**config.mk**
```make
export PLATFORM = sky130hd
export DESIGN_NAME = mtp_byte_mem
export DESIGN_NICKNAME = d
export VERILOG_FILES = /design/src/rtl/mtp_pkg.sv /design/src/rtl/mtp_mode_dec.sv /design/src/rtl/mtp_op_seq.sv /design/src/rtl/mtp_array.sv /design/src/rtl/mtp_byte_mem.sv
export SDC_FILE = /design/constraint.sdc
export NUM_CORES = 1
export LEC_CHECK = 0
export CAP_MARGIN = 0
export CORE_MARGIN = 2
export CORE_UTILIZATION = 55
export DETAILED_ROUTE_END_ITERATION = 10
export PLACE_DENSITY_LB_ADDON = 0.3
export SLEW_MARGIN = 10
export SYNTH_ARGS = -nofsm -noshare
export SYNTH_HDL_FRONTEND = slang
export SYNTH_SLANG_ARGS = --single-unit
```
**constraint.sdc**
```tcl
create_clock -name clk -period 2.88 [get_ports clk]
set_input_delay 0.432 -clock clk [delete_from_list [all_inputs] [get_ports clk]]
set_output_delay 0.432 -clock clk [all_outputs]
set_load 0.02 [all_outputs]
```
**src/rtl/mtp_pkg.sv**
```systemverilog
// Shared types for the byte-wide MTP memory model.
// Assumes ADDR_W in 16..19 when a device code is looked up.
package mtp_pkg;

    typedef enum logic [2:0] {
        M_STANDBY,
        M_OUT_DIS,
        M_READ,
        M_IDENT,
        M_PROG,
        M_ERASE
    } mtp_mode_e;

    localparam logic [7:0] MFR_CODE = 8'hBF;

    // Identifier byte chosen by decoded address width.
    function automatic logic [7:0] dev_code(input int aw);
        case (aw)
            16:      return 8'hC4;
            17:      return 8'hC5;
            18:      return 8'hC6;
            default: return 8'hC2;
        endcase
    endfunction

endpackage

```
**src/rtl/mtp_mode_dec.sv**
```systemverilog
// Combinational mode decoder. Chip enable high wins over everything;
// the two voltage flags outrank the logic-level output enable.
// Assumes inputs are already synchronous to the block clock.
module mtp_mode_dec
    import mtp_pkg::*;
(
    input  logic      ce_n,
    input  logic      oe_n,
    input  logic      oe_hv,
    input  logic      a9_hv,
    output mtp_mode_e mode,
    output logic      drive
);

    // Priority decode of the control pins into one mode.
    always_comb begin
        if (ce_n)                mode = M_STANDBY;
        else if (oe_hv && a9_hv) mode = M_ERASE;
        else if (oe_hv)          mode = M_PROG;
        else if (oe_n)           mode = M_OUT_DIS;
        else if (a9_hv)          mode = M_IDENT;
        else                     mode = M_READ;
    end

    // Bus is driven only in the two reading modes.
    assign drive = (mode == M_READ) || (mode == M_IDENT);

endmodule

```
**src/rtl/mtp_op_seq.sv**
```systemverilog
// Program/erase sequencer: detects the write-enable fall, latches the
// operation, counts it down, and aborts when a voltage flag is lost.
// Assumes PROG_CYC and ERASE_CYC are at least 1.
module mtp_op_seq
    import mtp_pkg::*;
#(
    parameter int ADDR_W    = 16,
    parameter int PROG_CYC  = 500,
    parameter int ERASE_CYC = 5000000
) (
    input  logic              clk,
    input  logic              rst_n,
    input  mtp_mode_e         mode,
    input  logic              we_n,
    input  logic              oe_hv,
    input  logic              a9_hv,
    input  logic [ADDR_W-1:0] addr,
    input  logic [7:0]        din,
    output logic              busy,
    output logic              err,
    output logic              prog_commit,
    output logic              erase_commit,
    output logic [ADDR_W-1:0] op_addr,
    output logic [7:0]        op_data
);

    localparam int MAX_CYC = (ERASE_CYC > PROG_CYC) ? ERASE_CYC : PROG_CYC;
    localparam int CNT_W   = $clog2(MAX_CYC + 1);

    logic             we_q;
    logic             op_erase;
    logic [CNT_W-1:0] cnt;
    logic             we_fall;
    logic             lost;
    logic             done;

    assign we_fall = we_q && !we_n;
    assign lost    = !oe_hv || (op_erase && !a9_hv);
    assign done    = busy && !lost && (cnt == '0);

    assign prog_commit  = done && !op_erase;
    assign erase_commit = done && op_erase;

    // Start, count down, finish or abort one operation at a time.
    always_ff @(posedge clk) begin
        if (!rst_n) begin
            we_q     <= 1'b1;
            busy     <= 1'b0;
            err      <= 1'b0;
            op_erase <= 1'b0;
            cnt      <= '0;
            op_addr  <= '0;
            op_data  <= '0;
        end else begin
            we_q <= we_n;
            if (busy) begin
                if (lost) begin
                    busy <= 1'b0;
                    err  <= 1'b1;
                end else if (cnt == '0) begin
                    busy <= 1'b0;
                end else begin
                    cnt <= cnt - 1'b1;
                end
            end else if (we_fall && (mode == M_PROG || mode == M_ERASE)) begin
                busy     <= 1'b1;
                err      <= 1'b0;
                op_erase <= (mode == M_ERASE);
                cnt      <= (mode == M_ERASE) ? CNT_W'(ERASE_CYC - 1)
                                              : CNT_W'(PROG_CYC - 1);
                op_addr  <= addr;
                op_data  <= din;
            end
        end
    end

endmodule

```
**src/rtl/mtp_array.sv**
```systemverilog
// Byte storage of 2**STORE_AW locations. Erase sets all bytes to FFh,
// program ANDs new data into one byte. Contents are not reset: they
// model non-volatile cells. Upper address bits are not decoded.
module mtp_array #(
    parameter int ADDR_W   = 16,
    parameter int STORE_AW = 6
) (
    input  logic              clk,
    input  logic              prog_commit,
    input  logic              erase_commit,
    input  logic [ADDR_W-1:0] wr_addr,
    input  logic [7:0]        wr_data,
    input  logic [ADDR_W-1:0] rd_addr,
    output logic [7:0]        rd_data
);

    localparam int DEPTH = 1 << STORE_AW;

    logic [7:0]          cells [DEPTH];
    logic [STORE_AW-1:0] wr_idx;
    logic [STORE_AW-1:0] rd_idx;
    logic                unused_hi;

    assign wr_idx    = wr_addr[STORE_AW-1:0];
    assign rd_idx    = rd_addr[STORE_AW-1:0];
    assign unused_hi = ^{wr_addr[ADDR_W-1:STORE_AW], rd_addr[ADDR_W-1:STORE_AW]};

    // Apply a completed erase or program to the cells.
    always_ff @(posedge clk) begin
        if (erase_commit) begin
            for (int i = 0; i < DEPTH; i++) cells[i] <= 8'hFF;
        end else if (prog_commit) begin
            cells[wr_idx] <= cells[wr_idx] & wr_data;
        end
    end

    assign rd_data = cells[rd_idx];

endmodule

```
**src/rtl/mtp_byte_mem.sv**
```systemverilog
// Top of the byte-wide MTP memory model: mode decode, operation
// sequencer, storage and read multiplexer. The data bus is split into
// input, output and drive enable; read data follows the inputs without
// a register. Assumes 16 <= ADDR_W <= 19 and STORE_AW <= ADDR_W.
module mtp_byte_mem
    import mtp_pkg::*;
#(
    parameter int ADDR_W    = 16,
    parameter int STORE_AW  = 6,
    parameter int PROG_CYC  = 500,
    parameter int ERASE_CYC = 5000000
) (
    input  logic              clk,
    input  logic              rst_n,
    input  logic              ce_n,
    input  logic              oe_n,
    input  logic              we_n,
    input  logic              oe_hv,
    input  logic              a9_hv,
    input  logic [ADDR_W-1:0] addr,
    input  logic [7:0]        dq_in,
    output logic [7:0]        dq_out,
    output logic              dq_oe,
    output logic              busy,
    output logic              err
);

    localparam logic [7:0] DEV_CODE = dev_code(ADDR_W);

    mtp_mode_e         mode;
    logic              drive;
    logic              prog_commit;
    logic              erase_commit;
    logic [ADDR_W-1:0] op_addr;
    logic [7:0]        op_data;
    logic [7:0]        arr_q;

    mtp_mode_dec u_dec (
        .ce_n  (ce_n),
        .oe_n  (oe_n),
        .oe_hv (oe_hv),
        .a9_hv (a9_hv),
        .mode  (mode),
        .drive (drive)
    );

    mtp_op_seq #(
        .ADDR_W    (ADDR_W),
        .PROG_CYC  (PROG_CYC),
        .ERASE_CYC (ERASE_CYC)
    ) u_seq (
        .clk          (clk),
        .rst_n        (rst_n),
        .mode         (mode),
        .we_n         (we_n),
        .oe_hv        (oe_hv),
        .a9_hv        (a9_hv),
        .addr         (addr),
        .din          (dq_in),
        .busy         (busy),
        .err          (err),
        .prog_commit  (prog_commit),
        .erase_commit (erase_commit),
        .op_addr      (op_addr),
        .op_data      (op_data)
    );

    mtp_array #(
        .ADDR_W   (ADDR_W),
        .STORE_AW (STORE_AW)
    ) u_arr (
        .clk          (clk),
        .prog_commit  (prog_commit),
        .erase_commit (erase_commit),
        .wr_addr      (op_addr),
        .wr_data      (op_data),
        .rd_addr      (addr),
        .rd_data      (arr_q)
    );

    // Choose identifier or stored byte for the output.
    always_comb begin
        if (mode == M_IDENT) dq_out = addr[0] ? DEV_CODE : MFR_CODE;
        else                 dq_out = arr_q;
    end

    assign dq_oe = drive;

endmodule

```
# Yosys cells after proc, flatten, opt, wreduce, memory -nomap -nowiden
# Memories as Yosys holds them, arrays and structs flattened. A register that Yosys moved wholly into a read port is not among the register bits.
# Index checks and enable logic that the tools add are counted.
[totals]
out_inout_bits = 11
ram_bits = 512
register_bits = 41
n_memories = 1
wordCells = 69
input_bits = 31
[mem_list]
columns = ["memory", "depth", "word_bits", "rd", "rd_clocked_by_memory_dff", "wr", "line", "source"]
rows = [
  ["u_arr.cells", 64, 8, 2, 1, 64, "mtp_array.sv:19", "logic [7:0] cells [DEPTH];"],
]
[classes]
reduce_logical = 22
n_eq_ne = 7
n_bitwise = 2
mux = 29
add_sub_neg = 1
[ops]
columns = ["operator", "n"]
rows = [
  ["$mux W23", 5],
  ["$logic_not A23 Y1", 1],
  ["$sub A23 B1 Y23 const B", 1],
  ["$mux W6", 3],
  ["$mux W8", 2],
  ["$mux W1", 14],
  ["$mux W3", 4],
  ["$and A8 B8 Y8", 1],
  ["$logic_and A1 B1 Y1", 8],
  ["$reduce_or A8 Y1", 1],
  ["$mux W7", 1],
  ["$eq A3 B2 Y1 const B", 2],
  ["$eq A3 B3 Y1 const B", 2],
  ["$ne A2 B2 Y1 const B", 3],
  ["$logic_not A1 Y1", 5],
  ["$reduce_and A2 Y1", 2],
  ["$logic_or A1 B1 Y1", 3],
  ["$reduce_and A3 Y1", 1],
  ["$reduce_bool A2 Y1", 1],
  ["$not A1 Y1", 1],
]

# Logic depth before layout (Yosys ltp)
[depth]
depth_word = 12
ltp_mapped = 11
mapped_depth_nobuf = 7

# Modules after synthesis
# From an unflattened synthesis, not the netlist that was laid out.
[unflattened]
cells_unflattened = 2414
hier_area_um2 = 29378.2
[modules_own_cells]
columns = ["mod", "area_each_um2", "instances", "seq_area_each_um2", "cells_each"]
rows = [
  ["mtp_array", 26843.2, 1, 15374.7, 2109],
  ["mtp_op_seq", 2393.5, 1, 1021.0, 289],
  ["mtp_byte_mem", 106.4, 1, 0.0, 10],
  ["mtp_mode_dec", 35.0, 1, 0.0, 6],
]

# Least setup slack after synthesis
# Ideal clock, no wire load.
[synth_timing]
kind = "input to output"
startpoint = "input addr[0]"
endpoint = "output dq_out[7]"
cell_stages = 9
path_slack_ns = -0.141
arrival_ns = 2.589
cell_sequence = "buf_2 buf_4 buf_2 buf_2 mux4_2 a22oi_1 nand2_1 a22oi_1 nand3_1"
[synth_between]
elab_chain_cells = 2
[synth_rtl]
columns = ["element", "line", "source"]
rows = [
  ["start: declaration", "mtp_byte_mem.sv:20", "input logic [ADDR_W-1:0] addr,"],
  ["$mem_v2 Z64 W8", "--", ""],
  ["$mux W8", "mtp_byte_mem.sv:83", "if (mode == M_IDENT) dq_out = addr[0] ? DEV_CODE : MFR_CODE;"],
  ["end: declaration", "mtp_byte_mem.sv:22", "output logic [7:0] dq_out,"],
]
# Every way passes these cells.

==> results by stage <==
Yosys:
- The area fraction in compound gates after synthesis is 0.06526.
- Of the total synthesized cell area, the portion taken by AND, OR, NAND and NOR gates is 0.1223.
- Yosys mapped a number of flops with a built-in enable equal to about 510.
- The cell count after synthesis came out at 2190.
- During synthesis, Yosys emitted a total of 0 warnings.
- The count of different cell masters after synthesis is 69.
- Of the total synthesized cell area, the portion taken by XOR and XNOR cells is 0.002966.
- The part of the Yosys area used for sequential elements is 0.5526.
- The net count of the mapped netlist is between 2000 and 2500.
- The average cell area after synthesis is about 13 µm².
- Synthesis inferred around 560 register bits.
- For this run, asynchronously set or reset flops after synthesis account for 0.
- The cell area that synthesis handed to floorplanning was 0.02953 mm².
- The largest family of logic cells by synthesized area is multiplexers.
- The synthesized design spends more area on one cell type than any other, namely edfxtp_1.
- The share of synthesized area in the top cell type comes to 0.5207.
- Ranked by total cell area, the synthesized netlist is headed by edfxtp_1 (52%), mux4_2 (18%), nand2_1 (7.3%).
- The adder-cell area share of the yosys netlist is 0.0004238.
- Among all flip-flop cells after synthesis, the most frequent one is edfxtp_1.
- The proportion of synthesized area in mux cells is 0.2165.

STA:
- The worst path setup slack after routing is -0.4072 ns.
- The total count of hold-check failures in the final report is 0.
- The transition at the pin with the smallest max-transition slack is 0.9783 ns.
- Setup violations remaining at the end of the flow were counted as 8.
- The sum of negative setup slack is -1.505 ns.
- The total count of max-transition violations in the final report is 0.
- On the final layout, the worst clock skew is 0.02043 ns.
- Setup repair after global routing could not meet its margin everywhere.
- Of the available clock period, the critical path in the final layout requires 1.141.
- The post-route minimum period is 3.287 ns.
- Measured against its own limit, the worst slew margin works out to 0.3462.
- The highest clock rate is ~300 MHz.

Drt:
- Dividing the detail-routed wire length by the instance count gives 30.00 µm.
- After detailed routing, the number of vias per cell comes to 6.910.
- The number of search-and-repair iterations in the first detailed-routing pass is 8.
- The final routed wirelength across all metal layers is slightly below 100 mm.
- After the first detailed-routing iteration, the DRC count stood at 3882.
- The final route contains between 20000 and 25000 vias.
- In the routed design, unresolved DRC markers number 0.
- The residual antenna-violating net count after detailed routing is 0.

Pwr:
- In this run the static leakage power is around 0.013 µW.
- Dividing total power by cell area gives a power density of around 500 mW/mm².
- The worst ir drop on vdd is between 700 and 800 µV.

Setup path:
- The critical path endpoint category is an output pin.
- The largest fanout on the critical path is 2.
- STA classifies the critical path startpoint as a flop.
- Tracing the worst setup path back leads to its startpoint at u_arr.cells[37][1].
- In this run the worst setup path terminates at dq_out[1].
- Across all register-to-register paths, the minimum setup slack is 0 ns.
- The classification of the worst setup path is flop to output pin.
- The worst register-to-register path ends at u_arr.cells[42][3].
- The depth of the worst register-to-register path is 10.
- The critical path data arrival time is 2.86 ns.
- The required time reported for the critical path endpoint is about 2.5 ns.

Floorplan:
- For this configuration, the core starts out at a cell density of 0.5585.
- between 40 and 50 I/O pins were placed.
- Measured along the y axis, the die boundary spans between 200 and 250 µm.
- The floorplan step defined a die boundary enclosing ~0.056 mm².
- In this run the standard cell core region covers approximately 0.053 mm².
- After floorplanning, the core was divided into 84 placement rows.
- The die is between 200 and 250 µm wide.

Hold path:
- The path type of the worst min-delay path is primary input to flop.
- The worst hold path passes through 4 cells.

Global routing:
- The first global-routing pass estimated between 100 and 150 mm of wire.
- In the global route stage, overall resource usage came out at 0.3370.
- The global routing stage identified its most utilized layer as met2.
- The initial antenna violation count is 1.
- The met1 track demand over resource is 0.4464.
- The number of global-route vias before repair is 21390.
- The maximum number of pins on one net before global-route repair is between 60 and 70.
- The global-route met2 utilization is 0.5349.
- The met3 usage is 0.07704.
- Global routing finished with a remaining overflow of 0.

Final layout:
- The filler cells instantiated in the layout total about 3600.
- The sequential cell area is between 0.015 and 0.02 mm².
- Leaving out fill and tap cells, the most frequent cells in the layout are nand2_1 (575), edfxtp_1 (512), buf_4 (325).
- For this run, the share of the core covered by cells in the final layout is 0.6767.
- The final-stage net count is between 2000 and 3000.
- The relative area change from synthesis to final layout is 21.17%.
- The area of the multi-input gates is around 0.012 mm².
- The diode insertion count for antenna repair is 0.
- The fraction of final layout cells sized beyond drive strength 1 is 0.3301.
- The commonest non-fill, non-tap cell in the layout is nand2_1.

Status:
- The run finished, with violations left.
- The checks that failed: negative setup slack.

Placement:
- The final weighted congestion in routability-driven placement is roughly 0.99.
- The number of buffers added on ports is 31.
- The HPWL after detailed placement is between 60 and 70 mm.

Clock tree:
- The clock reaches the later pin of the worst-skew pair after ~0.63 ns.
- The clock tree root buffer cell is clkbuf_16.
- For this design, the sink count on the clock tree is ~560.
- The TritonCTS clock tree is built.
- After clock tree synthesis, the clock-pin slew on the worst setup and hold paths is ~0.060 ns.
- The clock passes through at most 3 buffers.
- TritonCTS created 58 clock buffers.
- The H-tree generated during clock tree synthesis spans 2 levels.

Flow run:
- The tool flagged a number of max-cap violations equal to 0.
[report_power, final]
| group | switching [µW] | internal (µW) | leakage [µW] |
|---|---|---|---|
| clock network | 3240 | 4590 | 0.000943 |
| logic | 699 | 519 | 0.00548 |
| registers | 39.7 | 8750 | 0.00645 |
| total | 3980 | 13900 | 0.0129 |
[synthesized netlist by cell type (5+ instances only)]
cell type	number
a2bb2oi_4	8
o21ai_0	71
nor2_2	5
nand2_1	576
nand3b_1	6
or3_1	6
nor3b_1	5
and2_1	6
buf_2	36
dfxtp_1	47
nor4b_2	8
a21oi_1	37
nor2_1	91
buf_6	53
mux2_2	18
nor3_1	21
nand2b_1	11
a31oi_1	17
mux4_2	233
mux2i_1	94
clkbuf_1	71
a211oi_1	28
o22ai_1	5
a221oi_1	11
nand3_1	20
edfxtp_1	512
o22ai_2	8
buf_4	8
buf_1	14
nor4_1	9
a22o_1	13
nor2b_1	30
a22oi_1	29
o2111ai_1	8
xnor2_1	8
[logic make-up (layout without fill, tap and decap cells)]
family	count (synthesis)	count (layout)
XOR/XNOR	10	10
multiplexers	345	345
adder cells (fa/ha/maj)	1	1
AO/OA/AOI/OAI	261	261
AND/OR/NAND/NOR	826	826
flip-flops	559	559
buffers and inverters	188	537
[state kept, by name, indices dropped and copies added, names as in the netlist, named ones only]
register	count
u_seq.we_q	1
u_seq.op_addr	6
u_arr.cells	512
u_seq.cnt	23
u_seq.busy	1
u_seq.op_erase	1
u_seq.err	1
u_seq.op_data	8
[worst max-delay path, cell delays in order, from the launching register on]
cell	delay, ns
edfxtp_1	0.42
mux4_2	0.51
a2111oi_4	0.50
nor4_2	0.15
or4_4	0.49
buf_6	0.16
[per-layer routing]
layer / share of wire / wire (µm) / up-vias
li1: - / - / 9012
met1: 0.34 / 32890 / 10980
met2: 0.46 / 44550 / 1924
met3: 0.14 / 13430 / 383
met4: 0.061 / 5938 / 2
met5: 0.00011 / 11 / -
[stage by stage]
| stage | worst slack [ns] | hold slack (ns) | area (µm²) | std cells | total power [µW] |
|---|---|---|---|---|---|
| global route | -0.4253 | 0.2741 | 35780 | 3227 | 18200 |
| CTS | -0.3701 | 0.2525 | 35170 | 3199 | 17760 |
| detailed placement | -0.9327 | 0.4946 | 32780 | 3082 | 10030 |
| floorplan | -0.02748 | 0.4446 | 29540 | 2190 | 9561 |
| global placement | -0.9795 | 0.4820 | 32780 | 3082 | 10010 |
| finish | -0.4072 | 0.2640 | 35780 | 3227 | 17830 |
[repair_timing]
item,4_1_cts,5_1_grt
pin swaps,15,16
buffers inserted,11,21
cloned,0,8
resized for setup,109,38
hold buffers,0,0
endpoints found under the setup margin,34,443
[worst min path at each step]
stage / slack, ns / startpoint / endpoint
after floorplan: 0.44 / u_seq.op_data[3] / u_seq.op_data[3]
after global placement: 0.48 / u_seq.op_data[6] / u_seq.op_data[6]
after detailed placement: 0.49 / u_seq.op_data[2] / u_seq.op_data[2]
after CTS: 0.25 / addr[1] / flop
after global routing: 0.27 / addr[1] / flop
final: 0.26 / addr[1] / flop
[final cells by class]
type,instances,share of cell area
Clock buffer,67,0.04151
Clock inverter,41,0.01332
Inverter,5,0.0005246
Multi-Input combinational cell,1443,0.3492
Sequential cell,559,0.4564
Tap cell,688,0.02406
Timing Repair Buffer,424,0.1150
No activity file was read; power rests on OpenSTA's default activity.
